### src/rtl/vdu_pkg.sv
package vdu_pkg;

    typedef enum logic [1:0] {
        EV_NONE  = 2'd0,
        EV_RAISE = 2'd1,
        EV_LOWER = 2'd2
    } vdu_evt_e;

    // Legacy line to vector translation; 0 means the line is not wired.
    function automatic int legacy_vec(input int line);
        case (line)
            1:       return 'h29;
            4:       return 'h2b;
            6:       return 'h27;
            7:       return 'h22;
            12:      return 'h2a;
            default: return 0;
        endcase
    endfunction

endpackage

### src/rtl/vdu_edge.sv
module vdu_edge #(
    parameter int W = 8
) (
    input  logic         clk,
    input  logic         rst_n,
    input  logic [W-1:0] lvl,
    output logic [W-1:0] rise,
    output logic [W-1:0] fall
);
    logic [W-1:0] prev_d, prev_q;

    always_comb begin
        prev_d = lvl;
    end

    always_ff @(posedge clk or negedge rst_n) begin
        if (!rst_n) prev_q <= '0;
        else        prev_q <= prev_d;
    end

    for (genvar i = 0; i < W; i++) begin : g_bit
        assign rise[i] = lvl[i] & ~prev_q[i];
        assign fall[i] = ~lvl[i] & prev_q[i];
    end
endmodule

### src/rtl/vdu_pick.sv
module vdu_pick
    import vdu_pkg::*;
#(
    parameter int NUM_VEC = 64,
    parameter int NUM_LEG = 16,
    parameter int VEC_W   = $clog2(NUM_VEC)
) (
    input  logic [NUM_VEC-1:0] d_rise,
    input  logic [NUM_VEC-1:0] d_fall,
    input  logic [NUM_LEG-1:0] l_rise,
    input  logic [NUM_LEG-1:0] l_fall,
    output vdu_evt_e           evt,
    output logic [VEC_W-1:0]   evt_vec
);
    logic [NUM_VEC-1:0] lv_rise, lv_fall;

    // Fold the legacy lines onto the vector space.
    always_comb begin
        lv_rise = '0;
        lv_fall = '0;
        for (int i = 0; i < NUM_LEG; i++) begin
            int m;
            m = legacy_vec(i);
            if (m != 0 && m < NUM_VEC) begin
                lv_rise[m] = lv_rise[m] | l_rise[i];
                lv_fall[m] = lv_fall[m] | l_fall[i];
            end
        end
    end

    // Lowest vector wins; direct lines override legacy ones.
    always_comb begin
        evt     = EV_NONE;
        evt_vec = '0;
        for (int v = NUM_VEC - 1; v >= 0; v--) begin
            if (lv_rise[v] | lv_fall[v]) begin
                evt     = lv_rise[v] ? EV_RAISE : EV_LOWER;
                evt_vec = VEC_W'(v);
            end
        end
        if (|(d_rise | d_fall)) begin
            for (int v = NUM_VEC - 1; v >= 0; v--) begin
                if (d_rise[v] | d_fall[v]) begin
                    evt     = d_rise[v] ? EV_RAISE : EV_LOWER;
                    evt_vec = VEC_W'(v);
                end
            end
        end
    end
endmodule

### src/rtl/vdu_recv.sv
module vdu_recv
    import vdu_pkg::*;
#(
    parameter int         DATA_W = 64,
    parameter int         VEC_W  = 6,
    parameter logic [4:0] TAG    = 5'h1f
) (
    input  logic              clk,
    input  logic              rst_n,
    input  vdu_evt_e          evt,
    input  logic [VEC_W-1:0]  evt_vec,
    output logic              busy,
    output logic [DATA_W-1:0] data0,
    output logic [DATA_W-1:0] data1,
    output logic [DATA_W-1:0] data2
);
    typedef struct packed {
        logic              busy;
        logic [DATA_W-1:0] w0;
        logic [DATA_W-1:0] w1;
        logic [DATA_W-1:0] w2;
    } rx_state_t;

    rx_state_t st_d, st_q;

    always_comb begin
        st_d = st_q;
        if (evt == EV_RAISE && !st_q.busy) begin
            st_d.busy = 1'b1;
            st_d.w0   = (DATA_W'(TAG) << VEC_W) | DATA_W'(evt_vec);
            st_d.w1   = '0;
            st_d.w2   = '0;
        end else if (evt == EV_LOWER && st_q.busy) begin
            st_d.busy = 1'b0;
        end
    end

    always_ff @(posedge clk or negedge rst_n) begin
        if (!rst_n) st_q <= '0;
        else        st_q <= st_d;
    end

    assign busy  = st_q.busy;
    assign data0 = st_q.w0;
    assign data1 = st_q.w1;
    assign data2 = st_q.w2;

    p_load_on_raise_r3: assert property (@(posedge clk) disable iff (!rst_n)
        (evt == EV_RAISE && !busy) |=> busy);

    p_load_format_r4: assert property (@(posedge clk) disable iff (!rst_n)
        (evt == EV_RAISE && !busy) |=> (data1 == '0 && data2 == '0 &&
            data0[VEC_W +: 5] == TAG && data0[VEC_W-1:0] == $past(evt_vec)));

    p_busy_holds_data_r5: assert property (@(posedge clk) disable iff (!rst_n)
        (busy && evt != EV_LOWER) |=> (busy && $stable(data0) && $stable(data1)));

    p_lower_frees_r6: assert property (@(posedge clk) disable iff (!rst_n)
        (evt == EV_LOWER && busy) |=> (!busy && $stable(data0)));

    p_idle_lower_r7: assert property (@(posedge clk) disable iff (!rst_n)
        (evt == EV_LOWER && !busy) |=> (!busy && $stable(data0)));

    p_quiet_hold_r2: assert property (@(posedge clk) disable iff (!rst_n)
        (evt == EV_NONE) |=> ($stable(busy) && $stable(data0)));
endmodule

### src/rtl/vec_dispatch_unit.sv
module vec_dispatch_unit
    import vdu_pkg::*;
#(
    parameter int         NUM_VEC = 64,
    parameter int         NUM_LEG = 16,
    parameter int         DATA_W  = 64,
    parameter int         STAT_W  = 8,
    parameter int         BUSY_BIT = 5,
    parameter logic [4:0] TAG     = 5'h1f
) (
    input  logic               clk,
    input  logic               rst_n,
    input  logic [NUM_VEC-1:0] vec_lvl,
    input  logic [NUM_LEG-1:0] leg_lvl,
    output logic               rx_busy,
    output logic [STAT_W-1:0]  rx_status,
    output logic [DATA_W-1:0]  rx_data0,
    output logic [DATA_W-1:0]  rx_data1,
    output logic [DATA_W-1:0]  rx_data2,
    output logic               vec_irq
);
    localparam int VEC_W = $clog2(NUM_VEC);

    logic [NUM_VEC-1:0] d_rise, d_fall;
    logic [NUM_LEG-1:0] l_rise, l_fall;
    vdu_evt_e           evt;
    logic [VEC_W-1:0]   evt_vec;

    vdu_edge #(.W(NUM_VEC)) u_dir_edge (
        .clk(clk), .rst_n(rst_n), .lvl(vec_lvl), .rise(d_rise), .fall(d_fall)
    );

    vdu_edge #(.W(NUM_LEG)) u_leg_edge (
        .clk(clk), .rst_n(rst_n), .lvl(leg_lvl), .rise(l_rise), .fall(l_fall)
    );

    vdu_pick #(.NUM_VEC(NUM_VEC), .NUM_LEG(NUM_LEG), .VEC_W(VEC_W)) u_pick (
        .d_rise(d_rise), .d_fall(d_fall), .l_rise(l_rise), .l_fall(l_fall),
        .evt(evt), .evt_vec(evt_vec)
    );

    vdu_recv #(.DATA_W(DATA_W), .VEC_W(VEC_W), .TAG(TAG)) u_recv (
        .clk(clk), .rst_n(rst_n), .evt(evt), .evt_vec(evt_vec),
        .busy(rx_busy), .data0(rx_data0), .data1(rx_data1), .data2(rx_data2)
    );

    always_comb begin
        rx_status           = '0;
        rx_status[BUSY_BIT] = rx_busy;
    end
    assign vec_irq = rx_busy;

    p_direct_first_r8: assert property (@(posedge clk) disable iff (!rst_n)
        (|(d_rise | d_fall)) |-> (evt != EV_NONE && (d_rise[evt_vec] || d_fall[evt_vec])));

    p_lowest_direct_r9: assert property (@(posedge clk) disable iff (!rst_n)
        (evt != EV_NONE && (|(d_rise | d_fall))) |->
            (((d_rise | d_fall) & ((NUM_VEC'(1) << evt_vec) - NUM_VEC'(1))) == '0));
endmodule

### config.mk
export PLATFORM = sky130hd
export DESIGN_NAME = vec_dispatch_unit
export DESIGN_NICKNAME = d
export VERILOG_FILES = /design/src/rtl/vdu_pkg.sv /design/src/rtl/vdu_edge.sv /design/src/rtl/vdu_pick.sv /design/src/rtl/vdu_recv.sv /design/src/rtl/vec_dispatch_unit.sv
export SDC_FILE = /design/constraint.sdc
export NUM_CORES = 1
export LEC_CHECK = 0
export BUFFER_PORTS_ARGS = -buffer_cell sky130_fd_sc_hd__buf_4
export CELL_PAD_IN_SITES_DETAIL_PLACEMENT = 1
export CELL_PAD_IN_SITES_GLOBAL_PLACEMENT = 1
export CORE_MARGIN = 3
export CORE_UTILIZATION = 30
export DETAILED_ROUTE_END_ITERATION = 7
export GPL_TIMING_DRIVEN = 0
export PLACE_DENSITY = 0.71
export REMOVE_ABC_BUFFERS = 1
export SYNTH_ARGS = -nofsm -noshare
export SYNTH_HDL_FRONTEND = slang
export SYNTH_HIERARCHICAL = 1
export SYNTH_SLANG_ARGS = --single-unit
### constraint.sdc
create_clock -name clk -period 3.95 [get_ports clk]
set_clock_uncertainty 0.1 [all_clocks]
set_input_delay 0 -clock clk [delete_from_list [all_inputs] [get_ports clk]]
set_output_delay 0 -clock clk [all_outputs]
set_load 0.01 [all_outputs]
# Yosys cells after proc, flatten, opt, wreduce, memory -nomap -nowiden
# Cells that the tools add are included.
# totals
ff_bits,85
inputBits,82
out_inout_bits,202
word_cells,568
# op_classes
eq_ne,2
n_mux,211
n_bitwise,346
reduce_logical,5
# ops
op,count
6-bit 2-to-1 mux,70
2-bit 2-to-1 mux,139
1-bit AND,138
1-bit NOT,138
1-bit bitwise OR,69
64-bit bitwise OR,1
64-bit OR reduction,1
"2-bit by 1-bit == test with 1-bit output, second input constant",1
"2-bit == test, second input constant",1
1-bit logical AND,2
1-bit 2-to-1 mux,2
2-bit nonzero test,1
1-bit zero test,1

# Logic depth before layout (Yosys ltp)
# logic_depth
ltp_word,77
mapped_depth,11

# Cells and area by module
# Netlist, hierarchy kept.
# by_module_without_submodules
module,instances,cells_per_inst,area_each_um2,seq_area_each_um2
vdu_edge (u_dir_edge),1,192,2722.6,1601.5
vdu_pick,1,327,1939.4,0.0
vdu_recv,1,204,1699.1,200.2
vdu_edge (u_leg_edge),1,48,680.7,400.4
vec_dispatch_unit,1,10,71.3,0.0

# Worst setup path before layout
# OpenSTA, ideal clock, no wires.
# synth_timing
path_kind,register to register
start,register u_dir_edge.prev_q[37]
end,"register u_recv.st_q, in the netlist u_recv/data0[0]"
setup_ps,125
t_arrival_ps,2725
setup_slack_ps,1000
stages_incl_launch_ff,12
synth_period_minus_slack_ps,2950
path_cell_list,dfrtp_1 -> and2b_2 -> or4_4 -> nand2b_4 -> nor3_1 -> nor2b_1 -> nor2b_2 -> a2111oi_0 -> o21ai_1 -> and2_1 -> nor3b_4 -> mux2_2
# synth_between
elab_cells_between_ends,87
classes_between,eq/ne (1); mux (79); bitwise (5); reduce/logical (2)
# synth_rtl
item,line,rtl
"start, declared",vdu_edge.sv:10,"logic [W-1:0] prev_d, prev_q;"
"start signal, assigned",vdu_edge.sv:18,else prev_q <= prev_d;
1-bit AND *,vdu_edge.sv:23,assign fall[i] = ~lvl[i] & prev_q[i];
via d_fall[37],vec_dispatch_unit.sv:24,"logic [NUM_VEC-1:0] d_rise, d_fall;"
1-bit bitwise OR,vdu_pick.sv:43,if (d_rise[v] | d_fall[v]) begin
2-bit 2-to-1 mux (38 in a row),vdu_pick.sv:43,
2-bit 2-to-1 mux *,vdu_pick.sv:41,if (|(d_rise | d_fall)) begin
via evt[0],vec_dispatch_unit.sv:26,vdu_evt_e evt;
2-bit by 1-bit == test with 1-bit output *,vdu_recv.sv:28,if (evt == EV_RAISE && !st_q.busy) begin
1-bit logical AND *,vdu_recv.sv:28,
"end signal, assigned",vdu_recv.sv:40,else st_q <= st_d;
"end, declared",vdu_recv.sv:24,"rx_state_t st_d, st_q;"
# The timed path passes the listed nets; every way through them passes the cells marked *.
# A chain may end at the register's enable or synchronous reset.

# Final worst setup path
# layout_timing
start,register u_dir_edge.prev_q[7]
end,"register u_recv.st_q, in the netlist u_recv/data0[3]"
# layout_between
elab_cells_between_ends,27
classes_between,eq/ne (1); mux (19); bitwise (5); reduce/logical (2)
# layout_rtl
item,line
1-bit AND *,vdu_edge.sv:23
via d_fall[7],vec_dispatch_unit.sv:24
1-bit bitwise OR,vdu_pick.sv:43
2-bit 2-to-1 mux (8 in a row),vdu_pick.sv:43
2-bit 2-to-1 mux *,vdu_pick.sv:41
via evt[0],vec_dispatch_unit.sv:26
2-bit by 1-bit == test with 1-bit output *,vdu_recv.sv:28
1-bit logical AND *,vdu_recv.sv:28
# Marks and branches as above.

==> Flow_metrics.wiki <==
{| class="wikitable"
! Metric !! Value
|-
| Run status || finished clean
|-
| # placed instances || ~1.1k
|-
| Final Wtd Congestion || approximately 0.83
|-
| Mapped cell area || between 6000 and 7000 um2
|-
| Arrival time of data at the critical path endpoint || 3.72 ns
|-
| Detail-routed via count per cell || roughly 4.3
|-
| Power density over the cells || approximately 300 nW/um2
|-
| Synth-to-layout area growth || 18.3%
|-
| Slew headroom || about 32%
|-
| Routed length per placed instance || roughly 14 um
|-
| Worst Setup Slack post-DPL || 0.220 ns
|-
| Origin of the worst setup path || u_dir_edge/prev_q[7]$_DFF_PN0_
|-
| Library cell used as clock root buffer || sky130_fd_sc_hd__clkbuf_16
|-
| Pins Over Slew Limit || 0
|-
| DIE HEIGHT || between 150 and 200 um
|-
| Sequential cell area || 1930 um2
|-
| Initial core utilization || 31.0%
|-
| Element type at the critical path end || register
|-
| Total core area || between 20,000 and 25,000 um2
|-
| Overflow after GRT || 0
|-
| Kind of path behind the tightest hold check || in -> reg
|-
| Crit path max-delay family || simple AND/OR/NAND/NOR gates
|-
| DRC || 0
|-
| Global-route wire length before repair || 26.2 mm
|-
| Standard-cell rows || 53
|-
| Worst reg2reg startpoint || u_dir_edge/prev_q[7]$_DFF_PN0_
|-
| Final worst-path setup slack || ~0.36 ns
|-
| Final Cycle Share || between 90% and 100%
|-
| Antenna cell count || 0
|-
| Unrepaired setup endpoints after global routing || false
|-
| Width of the die || 155 um
|-
| Yosys warning count || 6
|-
| Number of CTS-inserted buffers || 9
|-
| Detailed-router iteration count before antenna repair || 7
|-
| Clock-pin slew reported for the worst setup and hold paths after clock tree synthesis || around 0.060 ns
|-
| Wire length after detailed routing || around 17 mm
|-
| Die area || between 20,000 and 25,000 um2
|-
| Deepest clock path buffer count || 2
|-
| GRT Total Usage || a little over an eighth
|-
| Via count || approximately 5.1k
|-
| Final-layout setup total negative slack || 0 ns
|-
| Count of placed standard cells in the final layout, fillers left out || about 1.2k
|-
| Clock net sink count || 77
|-
| H-Tree Depth || 3
|-
| Number of global-route vias before repair || 5,289
|-
| Hpwl dp || ~13 mm
|-
| IO Count || about 280
|-
| Routed Antenna Nets || 0
|-
| Synthesized netlist cell count || 748
|-
| Iter 0 DRT Violations || 100
|-
| Number of setup buffers added after CTS || 0
|-
| Critical-path top delay cell || sky130_fd_sc_hd__nor4_2
|-
| Number of buffer and inverter instances along the worst setup path || 0
|-
| Start point of the worst min-delay path || vec_lvl[47]
|-
| Clock tree from TritonCTS || yes
|-
| Synthesized area per cell || 8.88 um2
|-
| Filler cell count in the final layout || roughly 2.6k
|-
| Critical setup path kind || reg -> reg
|-
| Hold Fails Final Rpt || 0
|-
| Worst path cell trace || and2b_2 > nor4_2 > nand4_1 > or3_1 > nand2b_4 > nor2b_2 > a2111oi_0 > o21ai_1 > and2_1 > nor3b_4 > mux2_2
|-
| Final net count || 987
|-
| Multi-input gate area || just under 4000 um2
|-
| CP required || between 4 and 5 ns
|-
| Insertion delay of the later-clocked pin in the worst-skew pair || approximately 0.34 ns
|-
| Leak || approximately 0.0037 uW
|-
| Pin count of the biggest net entering global routing || between 70 and 80
|-
| Share of final-layout standard cells stronger than drive strength 1 || 29.5%
|-
| Critical path's largest stage delay || approximately 0.55 ns
|-
| Maximum fanout along the worst path || 7
|-
| Max-capacitance violation count || 0
|-
| Maximum ir drop on the vdd rail || 196 uV
|-
| Maximum frequency from static timing analysis || approximately 0.28 GHz
|-
| Startpoint types || register
|-
| Slew @ Worst Pin || roughly 1.0 ns
|-
| IO Port Bufs || 84
|-
| Number of setup violations in the final report || 0
|-
| Initial antenna violation count || 0
|-
| Post-layout min period || about 3.6 ns
|-
| Reg2reg setup slack || 0.36 ns
|}
-- flip-flops by register name, summed over array words and instances (netlist names) --
signal	cells
u_dir_edge/prev_q	64
u_recv/data0	7
u_leg_edge/prev_q	5
u_recv/busy	1
-- layout make-up --
| type | instances | share of cell area [%] |
|---|---|---|
| clock inverter | 6 | 0.812 |
| inverter | 31 | 1.48 |
| sequential | 77 | 24.5 |
| tap | 275 | 4.38 |
| clock buffer | 10 | 2.91 |
| timing repair buffer | 154 | 16.9 |
| multi-input combinational | 632 | 49.0 |
-- placed cells by master, fill, tap and decap left out, types with 2 or more instances in the layout --
| master | instances |
|---|---|
| sky130_fd_sc_hd__and2b_2 | 138 |
| sky130_fd_sc_hd__a211oi_1 | 6 |
| sky130_fd_sc_hd__dfrtp_1 | 77 |
| sky130_fd_sc_hd__nand3_1 | 9 |
| sky130_fd_sc_hd__o21ai_1 | 8 |
| sky130_fd_sc_hd__a21oi_1 | 36 |
| sky130_fd_sc_hd__o41ai_1 | 2 |
| sky130_fd_sc_hd__nand4_1 | 7 |
| sky130_fd_sc_hd__nand2b_1 | 6 |
| sky130_fd_sc_hd__o2111ai_1 | 4 |
| sky130_fd_sc_hd__o21ai_0 | 16 |
| sky130_fd_sc_hd__nor2b_1 | 5 |
| sky130_fd_sc_hd__or4_1 | 6 |
| sky130_fd_sc_hd__clkbuf_16 | 9 |
| sky130_fd_sc_hd__clkinv_2 | 2 |
| sky130_fd_sc_hd__clkinvlp_4 | 2 |
| sky130_fd_sc_hd__nor4_4 | 2 |
| sky130_fd_sc_hd__a31oi_1 | 4 |
| sky130_fd_sc_hd__and2_1 | 3 |
| sky130_fd_sc_hd__nand2_1 | 17 |
| sky130_fd_sc_hd__dlygate4sd3_1 | 70 |
| sky130_fd_sc_hd__nand2b_4 | 2 |
| sky130_fd_sc_hd__nor2_1 | 47 |
| sky130_fd_sc_hd__or3_1 | 2 |
| sky130_fd_sc_hd__and3_1 | 3 |
| sky130_fd_sc_hd__a211o_1 | 2 |
| sky130_fd_sc_hd__nor3b_1 | 2 |
| sky130_fd_sc_hd__nor4_1 | 26 |
| sky130_fd_sc_hd__inv_1 | 31 |
| sky130_fd_sc_hd__mux2_2 | 6 |
| sky130_fd_sc_hd__o31ai_1 | 7 |
| sky130_fd_sc_hd__o211ai_1 | 5 |
| sky130_fd_sc_hd__buf_4 | 84 |
| sky130_fd_sc_hd__nor3_1 | 30 |
| sky130_fd_sc_hd__or4_4 | 3 |
| sky130_fd_sc_hd__conb_1 | 188 |
| sky130_fd_sc_hd__a2111oi_0 | 2 |
| sky130_fd_sc_hd__nor4_2 | 12 |
| sky130_fd_sc_hd__o21a_1 | 5 |
-- worst paths after layout --
| check | cells after the start | endpoint |
|---|---|---|
| setup / recovery | 11 | u_recv/data0[3]$_DFFE_PN0P_ |
| min in group asynchronous | 2 | u_dir_edge/prev_q[57]$_DFF_PN0_ |
| hold reg to reg | 1 | u_recv/data0[1]$_DFFE_PN0P_ |
| hold / removal | 2 | u_dir_edge/prev_q[47]$_DFF_PN0_ |
| setup reg to reg | 11 | u_recv/data0[3]$_DFFE_PN0P_ |
| max in group asynchronous | 2 | u_dir_edge/prev_q[17]$_DFF_PN0_ |
-- layer usage --
metal / GRT usage (%) / share of wire (%) / vias up
met1: 16.7 / 43 / 2440
met2: 24.1 / 51 / 162
met5: 0 / 0 / -
met3: 2.63 / 4.8 / 12
li1: - / - / 2519
met4: 2.86 / 0.89 / 0
-- what timing repair did --
item | in CTS | in global routing
endpoints found under the hold margin | 146 | 0
resized for setup | 0 | 1
setup endpoints to repair | 0 | 6
hold buffers | 70 | 0
-- report_power, final --
group	switching [uW]	internal [uW]	total [uW]
registers	26.2	840	866
logic	354	285	639
clock network	344	488	832
-- per-stage QoR --
| stage | instance area [um2] | power (uW) | hold WS (ns) | util (%) |
|---|---|---|---|---|
| 2_1_floorplan | 5890 | 1260 | -0.396 | - |
| 3_3_place_gp | 6860 | 1440 | 0.0229 | 32.0 |
| 3_5_place_dp | 6860 | 1460 | 0.0242 | 32.0 |
| 4_1_cts | 7860 | 2380 | 0.197 | 36.7 |
| 5_1_grt | 7860 | 2490 | 0.211 | 36.7 |
| 6_report | 7860 | 2340 | 0.213 | 36.7 |
(Power assumes the default switching activity.)
